===== config.mk =====
export PLATFORM = sky130hd
export DESIGN_NAME = status_led_drv
export DESIGN_NICKNAME = d
export VERILOG_FILES = /design/src/rtl/sled_pkg.sv /design/src/rtl/blink_divider.sv /design/src/rtl/mode_blink_fsm.sv /design/src/rtl/led_sel.sv /design/src/rtl/status_led_drv.sv
export SDC_FILE = /design/constraint.sdc
export NUM_CORES = 1
export LEC_CHECK = 0
export ABC_AREA = 1
export BUFFER_PORTS_ARGS = -buffer_cell sky130_fd_sc_hd__buf_2
export CORE_MARGIN = 2
export CORE_UTILIZATION = 35
export DETAILED_ROUTE_END_ITERATION = 12
export SETUP_SLACK_MARGIN = 0.15
export SKIP_CTS_REPAIR_TIMING = 1
export SLEW_MARGIN = 0
export SYNTH_ARGS = -nofsm -noshare
export SYNTH_HDL_FRONTEND = slang
export SYNTH_SLANG_ARGS = --single-unit

===== constraint.sdc =====
create_clock -name clk -period 1.65 [get_ports clk]
set_input_delay 0.2475 -clock clk [delete_from_list [all_inputs] [get_ports clk]]
set_output_delay 0.2475 -clock clk [all_outputs]
set_load 0.02 [all_outputs]

===== src/rtl/sled_pkg.sv =====
package sled_pkg;

    localparam int RB_W    = 16;
    localparam int NUM_LED = 6;

    // LED slots of the override mux
    localparam int LED_GREEN  = 0;
    localparam int LED_RED    = 1;
    localparam int LED_PWR_N  = 2;
    localparam int LED_PWR_P  = 3;
    localparam int LED_DISK_N = 4;
    localparam int LED_DISK_P = 5;

    typedef enum logic [1:0] {
        MB_GAP       = 2'd0,
        MB_PULSE_ON  = 2'd1,
        MB_PULSE_OFF = 2'd2
    } mb_state_e;

    // Remote word bit that overrides each LED slot
    function automatic int ovr_pos(input int slot);
        case (slot)
            LED_GREEN:  return 5;
            LED_RED:    return 6;
            LED_PWR_N:  return 7;
            LED_PWR_P:  return 8;
            LED_DISK_N: return 9;
            default:    return 10;
        endcase
    endfunction

    // Whether the override bit is inverted for a slot
    function automatic bit ovr_inv(input int slot);
        return (slot == LED_PWR_P) || (slot == LED_DISK_P);
    endfunction

endpackage


===== src/rtl/blink_divider.sv =====
module blink_divider #(
    parameter int SLOW_DIV = 17554286,
    parameter int TICK_DIV = 24576
) (
    input  logic clk,
    input  logic rst,
    output logic slow_blink,
    output logic slow_wrap,
    output logic tick
);
    localparam int SW = (SLOW_DIV > 1) ? $clog2(SLOW_DIV) : 1;
    localparam int TW = (TICK_DIV > 1) ? $clog2(TICK_DIV) : 1;
    localparam logic [SW-1:0] SLOW_MAX = SW'(SLOW_DIV - 1);
    localparam logic [TW-1:0] TICK_MAX = TW'(TICK_DIV - 1);

    logic [SW-1:0] slow_cnt;
    logic [TW-1:0] tick_cnt;

    assign slow_wrap = (slow_cnt == SLOW_MAX);
    assign tick      = (tick_cnt == TICK_MAX);

    always_ff @(posedge clk) begin
        if (rst) begin
            slow_cnt   <= '0;
            slow_blink <= 1'b0;
        end else if (slow_wrap) begin
            slow_cnt   <= '0;
            slow_blink <= ~slow_blink;
        end else begin
            slow_cnt   <= slow_cnt + 1'b1;
        end
    end

    always_ff @(posedge clk) begin
        if (rst) begin
            tick_cnt <= '0;
        end else if (tick) begin
            tick_cnt <= '0;
        end else begin
            tick_cnt <= tick_cnt + 1'b1;
        end
    end

endmodule


===== src/rtl/mode_blink_fsm.sv =====
module mode_blink_fsm
    import sled_pkg::*;
#(
    parameter int GAP_TICKS = 1400,
    parameter int ON_TICKS  = 120,
    parameter int OFF_TICKS = 180,
    parameter int PULSES    = 3
) (
    input  logic clk,
    input  logic rst,
    input  logic tick,
    output logic mode_blink
);
    localparam int MAXT = (GAP_TICKS > ON_TICKS)
                        ? ((GAP_TICKS > OFF_TICKS) ? GAP_TICKS : OFF_TICKS)
                        : ((ON_TICKS > OFF_TICKS) ? ON_TICKS : OFF_TICKS);
    localparam int CW = (MAXT > 1) ? $clog2(MAXT) : 1;
    localparam int PW = (PULSES > 1) ? $clog2(PULSES) : 1;
    localparam logic [CW-1:0] GAP_LAST = CW'(GAP_TICKS - 1);
    localparam logic [CW-1:0] ON_LAST  = CW'(ON_TICKS - 1);
    localparam logic [CW-1:0] OFF_LAST = CW'(OFF_TICKS - 1);
    localparam logic [PW-1:0] P_LAST   = PW'(PULSES - 1);

    mb_state_e     state, state_nx;
    logic [CW-1:0] ph_cnt, ph_cnt_nx;
    logic [PW-1:0] p_idx, p_idx_nx;

    // State register
    always_ff @(posedge clk) begin
        if (rst) begin
            state  <= MB_GAP;
            ph_cnt <= '0;
            p_idx  <= '0;
        end else begin
            state  <= state_nx;
            ph_cnt <= ph_cnt_nx;
            p_idx  <= p_idx_nx;
        end
    end

    // Transitions
    always_comb begin
        state_nx  = state;
        ph_cnt_nx = ph_cnt;
        p_idx_nx  = p_idx;
        if (tick) begin
            unique case (state)
                MB_GAP: begin
                    if (ph_cnt == GAP_LAST) begin
                        state_nx  = MB_PULSE_ON;
                        ph_cnt_nx = '0;
                        p_idx_nx  = '0;
                    end else begin
                        ph_cnt_nx = ph_cnt + 1'b1;
                    end
                end
                MB_PULSE_ON: begin
                    if (ph_cnt == ON_LAST) begin
                        state_nx  = MB_PULSE_OFF;
                        ph_cnt_nx = '0;
                    end else begin
                        ph_cnt_nx = ph_cnt + 1'b1;
                    end
                end
                MB_PULSE_OFF: begin
                    if (ph_cnt == OFF_LAST) begin
                        ph_cnt_nx = '0;
                        if (p_idx == P_LAST) begin
                            state_nx = MB_GAP;
                            p_idx_nx = '0;
                        end else begin
                            state_nx = MB_PULSE_ON;
                            p_idx_nx = p_idx + 1'b1;
                        end
                    end else begin
                        ph_cnt_nx = ph_cnt + 1'b1;
                    end
                end
                default: begin
                    state_nx  = MB_GAP;
                    ph_cnt_nx = '0;
                    p_idx_nx  = '0;
                end
            endcase
        end
    end

    // Outputs
    always_comb begin
        unique case (state)
            MB_PULSE_ON: mode_blink = 1'b1;
            default:     mode_blink = 1'b0;
        endcase
    end

endmodule


===== src/rtl/led_sel.sv =====
module led_sel #(
    parameter bit INVERT = 1'b0
) (
    input  logic remote_active,
    input  logic ovr_bit,
    input  logic fallback,
    output logic led
);
    always_comb begin
        if (remote_active) begin
            led = INVERT ? ~ovr_bit : ovr_bit;
        end else begin
            led = fallback;
        end
    end
endmodule


===== src/rtl/status_led_drv.sv =====
module status_led_drv
    import sled_pkg::*;
#(
    parameter int SLOW_DIV  = 17554286,
    parameter int TICK_DIV  = 24576,
    parameter int GAP_TICKS = 1400,
    parameter int ON_TICKS  = 120,
    parameter int OFF_TICKS = 180,
    parameter int PULSES    = 3
) (
    input  logic            clk,
    input  logic            rst,
    input  logic            remote_active,
    input  logic [RB_W-1:0] remote_bits,
    input  logic            power_on,
    input  logic            rst_btn_n,
    input  logic            mio_fwd,
    input  logic            fpga_io_fwd,
    input  logic            cfg_done,
    output logic            led_green,
    output logic            led_red,
    output logic            pwr_led_n,
    output logic            pwr_led_p,
    output logic            disk_led_n,
    output logic            disk_led_p,
    output logic            hdr_led
);
    logic slow_blink;
    logic slow_wrap;
    logic mode_tick;
    logic mode_blink;
    logic [NUM_LED-1:0] fb;
    logic [NUM_LED-1:0] led_vec;

    blink_divider #(
        .SLOW_DIV (SLOW_DIV),
        .TICK_DIV (TICK_DIV)
    ) u_div (
        .clk        (clk),
        .rst        (rst),
        .slow_blink (slow_blink),
        .slow_wrap  (slow_wrap),
        .tick       (mode_tick)
    );

    mode_blink_fsm #(
        .GAP_TICKS (GAP_TICKS),
        .ON_TICKS  (ON_TICKS),
        .OFF_TICKS (OFF_TICKS),
        .PULSES    (PULSES)
    ) u_mode (
        .clk        (clk),
        .rst        (rst),
        .tick       (mode_tick),
        .mode_blink (mode_blink)
    );

    // Local fallback per LED slot
    always_comb begin
        fb             = '0;
        fb[LED_GREEN]  = power_on ? 1'b1 : slow_blink;
        fb[LED_RED]    = ~rst_btn_n | mode_blink;
        fb[LED_PWR_N]  = 1'b0;
        fb[LED_PWR_P]  = power_on ? mio_fwd : slow_blink;
        fb[LED_DISK_N] = 1'b0;
        fb[LED_DISK_P] = fpga_io_fwd;
    end

    for (genvar i = 0; i < NUM_LED; i++) begin : g_led
        led_sel #(
            .INVERT (ovr_inv(i))
        ) u_sel (
            .remote_active (remote_active),
            .ovr_bit       (remote_bits[ovr_pos(i)]),
            .fallback      (fb[i]),
            .led           (led_vec[i])
        );
    end

    assign led_green  = led_vec[LED_GREEN];
    assign led_red    = led_vec[LED_RED];
    assign pwr_led_n  = led_vec[LED_PWR_N];
    assign pwr_led_p  = led_vec[LED_PWR_P];
    assign disk_led_n = led_vec[LED_DISK_N];
    assign disk_led_p = led_vec[LED_DISK_P];
    assign hdr_led    = ~cfg_done;

endmodule


==> results.ini <==
[clock_network]
cts_tree=yes
clockRootBuffer=clkbuf_8
cts_max_path_buffers=2
clk_pin_slew_ns=0.10
cts_sinks=56
cts_buffers=5
cts_htree_levels=2
clock_latency_ns=0.32

[placement]
port_buffers=20
dpl-instance-area_um2=3430
gp_congestion=0.886
place_ws_ns=-0.0356
post-dp-hpwl_um=5080

[timing]
worst_slack_ns=0.0771
max_freq_ghz=0.636
fin_crit_sh_pct=95.3
worstMarginPinSlew_ns=0.373
slew_viol_final=0
period_minus_slack_ns=1.57
relSlewSlack_pct=75.0
setup_viol=0
skew_ns=0.0112
rsz0062_at_grt=yes
hold_violations=0

[synthesis]
synth_flop_cell=dfxtp_1
ys_warn_count=0
synthCells=463
synth-seq-cells=56
synth_area_um2=3080
syn_avg_cell_area_um2=6.66
async_reset_ff_share_pct=0
syn-num-nets=491
synth_seq_area_share_pct=36.4
ys_types=35
synth_edf_count=0

[detailed_routing]
first_pass_iters=5
wl_per_cell_um=11.7
route.vias.total=2983
detail-route-antenna-nets=0
viasPerCell=4.79
wl_um=7280
route.detailed.drc=0
drtIter0Drc=91

[final_layout]
final_util_pct=45.5
n_antenna_cell=0
n_fill_cell=870
seq_area_um2=1150
area_delta_synth_final_pct=27.5
drive_above_1_share_pct=25.8
mostFrequentLayoutCell=nand2_1
nets=542
multiInputGateArea_um2=1960
final_cell_mix=nand2_1 (111), nor2_1 (64), inv_1 (53), dfxtp_1 (39), nand3_1 (33)
final_cell_area_um2=3930

[setup_path]
critPathRequiredTime_ns=1.85
endpoint_kind=flop
cp.arrival_ns=1.78
worstSetupPathType=reg2reg
crit_fanout=6
start_kind=flop

[global_route]
grt_max_degree=26
track_usage_pct=14.0
grt_pass1_wl_um=11300
antenna_found_initial=0
overflow=0
grt_pass1_vias=2686

[die]
coreArea_um2=8640
die_y_um=97.9
dieArea_um2=9580
num_rows=34
io_pins=31
dieWidth_um=97.9
start_util_pct=35.7

[worst_hold_path]
hold_class=in2reg

[power]
power.leakage_uw=0.00153
vdd_drop_max_mv=0.277
power_density_nw_per_um2=593

[run]
drv_cap=0

[status]
status=finished, final reports clean

==> final timing paths <==
path / endpoint / slack (ns) / startpoint / cells after the start
worst min-delay path: u_mode.state[0] / 0.12 / rst / 2
worst max-delay path: u_div.slow_cnt[14] / 0.08 / u_div.slow_cnt[0] / 8
worst max register to register: u_div.slow_cnt[14] / 0.08 / u_div.slow_cnt[0] / 8
worst min register to register: u_div.tick_cnt[13] / 0.47 / u_div.tick_cnt[13] / 2
==> cell type report <==
cell class                 instances  area share [%]
sequential                        56            29.2
multi-input combinational        345            49.9
clock inverter                     1           0.191
timing repair buffer              47            9.17
tap                              108            3.44
inverter                          59            5.95
clock buffer                       7            2.20
==> synthesized netlist by cell type, drive strengths merged, types with 5 or more instances <==
master / instances / share of area, %
xnor2: 6 / 1.7
xor2: 10 / 2.8
nor2: 82 / 12
nand4: 9 / 1.8
dfxtp: 56 / 36
nand2: 124 / 16
nand3: 41 / 7.1
inv: 58 / 7.1
a21oi: 24 / 4.0
buf: 5 / 1.3
o21ai: 11 / 1.9
nor3: 16 / 2.9
==> metrics by stage <==
stage | std cells | total power (uW) | setup TNS [ns] | hold slack, ns
floorplan | 463 | 1480 | 0 | 0.317
global placement | 605 | 1530 | 0 | 0.448
detailed placement | 605 | 1530 | -0.109 | 0.457
CTS | 613 | 2320 | -0.264 | 0.120
global route | 623 | 2430 | 0 | 0.113
finish | 623 | 2330 | 0 | 0.116
==> power by group <==
part	switching, uW	internal, uW	total (uW)
registers	13.1	1360	1380
clock network	448	343	791
logic	88.8	74.0	163
total	550	1780	2330
==> layer usage <==
layer | share of wire, % | vias to the layer above | wire (um) | global-route usage (%)
li1 | - | 1570 | - | -
met1 | 45 | 1363 | 3290 | 16.9
met2 | 51 | 37 | 3720 | 25.0
met3 | 1.9 | 13 | 136 | 2.51
met4 | 1.8 | 0 | 131 | 4.81
met5 | 0 | - | 0 | 0
==> sequential cells by signal (all words and copies together), names as in the netlist <==
register / cells
u_div.slow_cnt: 25
u_div.tick_cnt: 15
u_mode.ph_cnt: 11
u_mode.p_idx: 2
u_mode.state: 2
u_div.slow_blink: 1
==> critical path, stage by stage, from the launching register on <==
cell	delay (ns)
dfxtp_4	0.37
buf_6	0.11
ha_4	0.12
nand2_2	0.06
nor2_2	0.11
nand3_2	0.12
o21ai_4	0.31
clkbuf_16	0.22
a21oi_1	0.04
==> cells by family (layout without fill, tap and decap cells) <==
| kind of cell | after synthesis | after routing | share of synthesized area (%) |
|---|---|---|---|
| xor gates and xnor gates | 16 | 16 | 4.55 |
| adders and majority gates | 4 | 4 | 1.62 |
| DFF | 56 | 56 | 36.4 |
| and+or+nand+nor | 281 | 283 | 41.5 |
| buffers and inverters | 64 | 114 | 8.48 |
| AOI/OAI and AO/OA | 42 | 42 | 7.51 |
No activity file was read; power rests on OpenSTA's default activity.
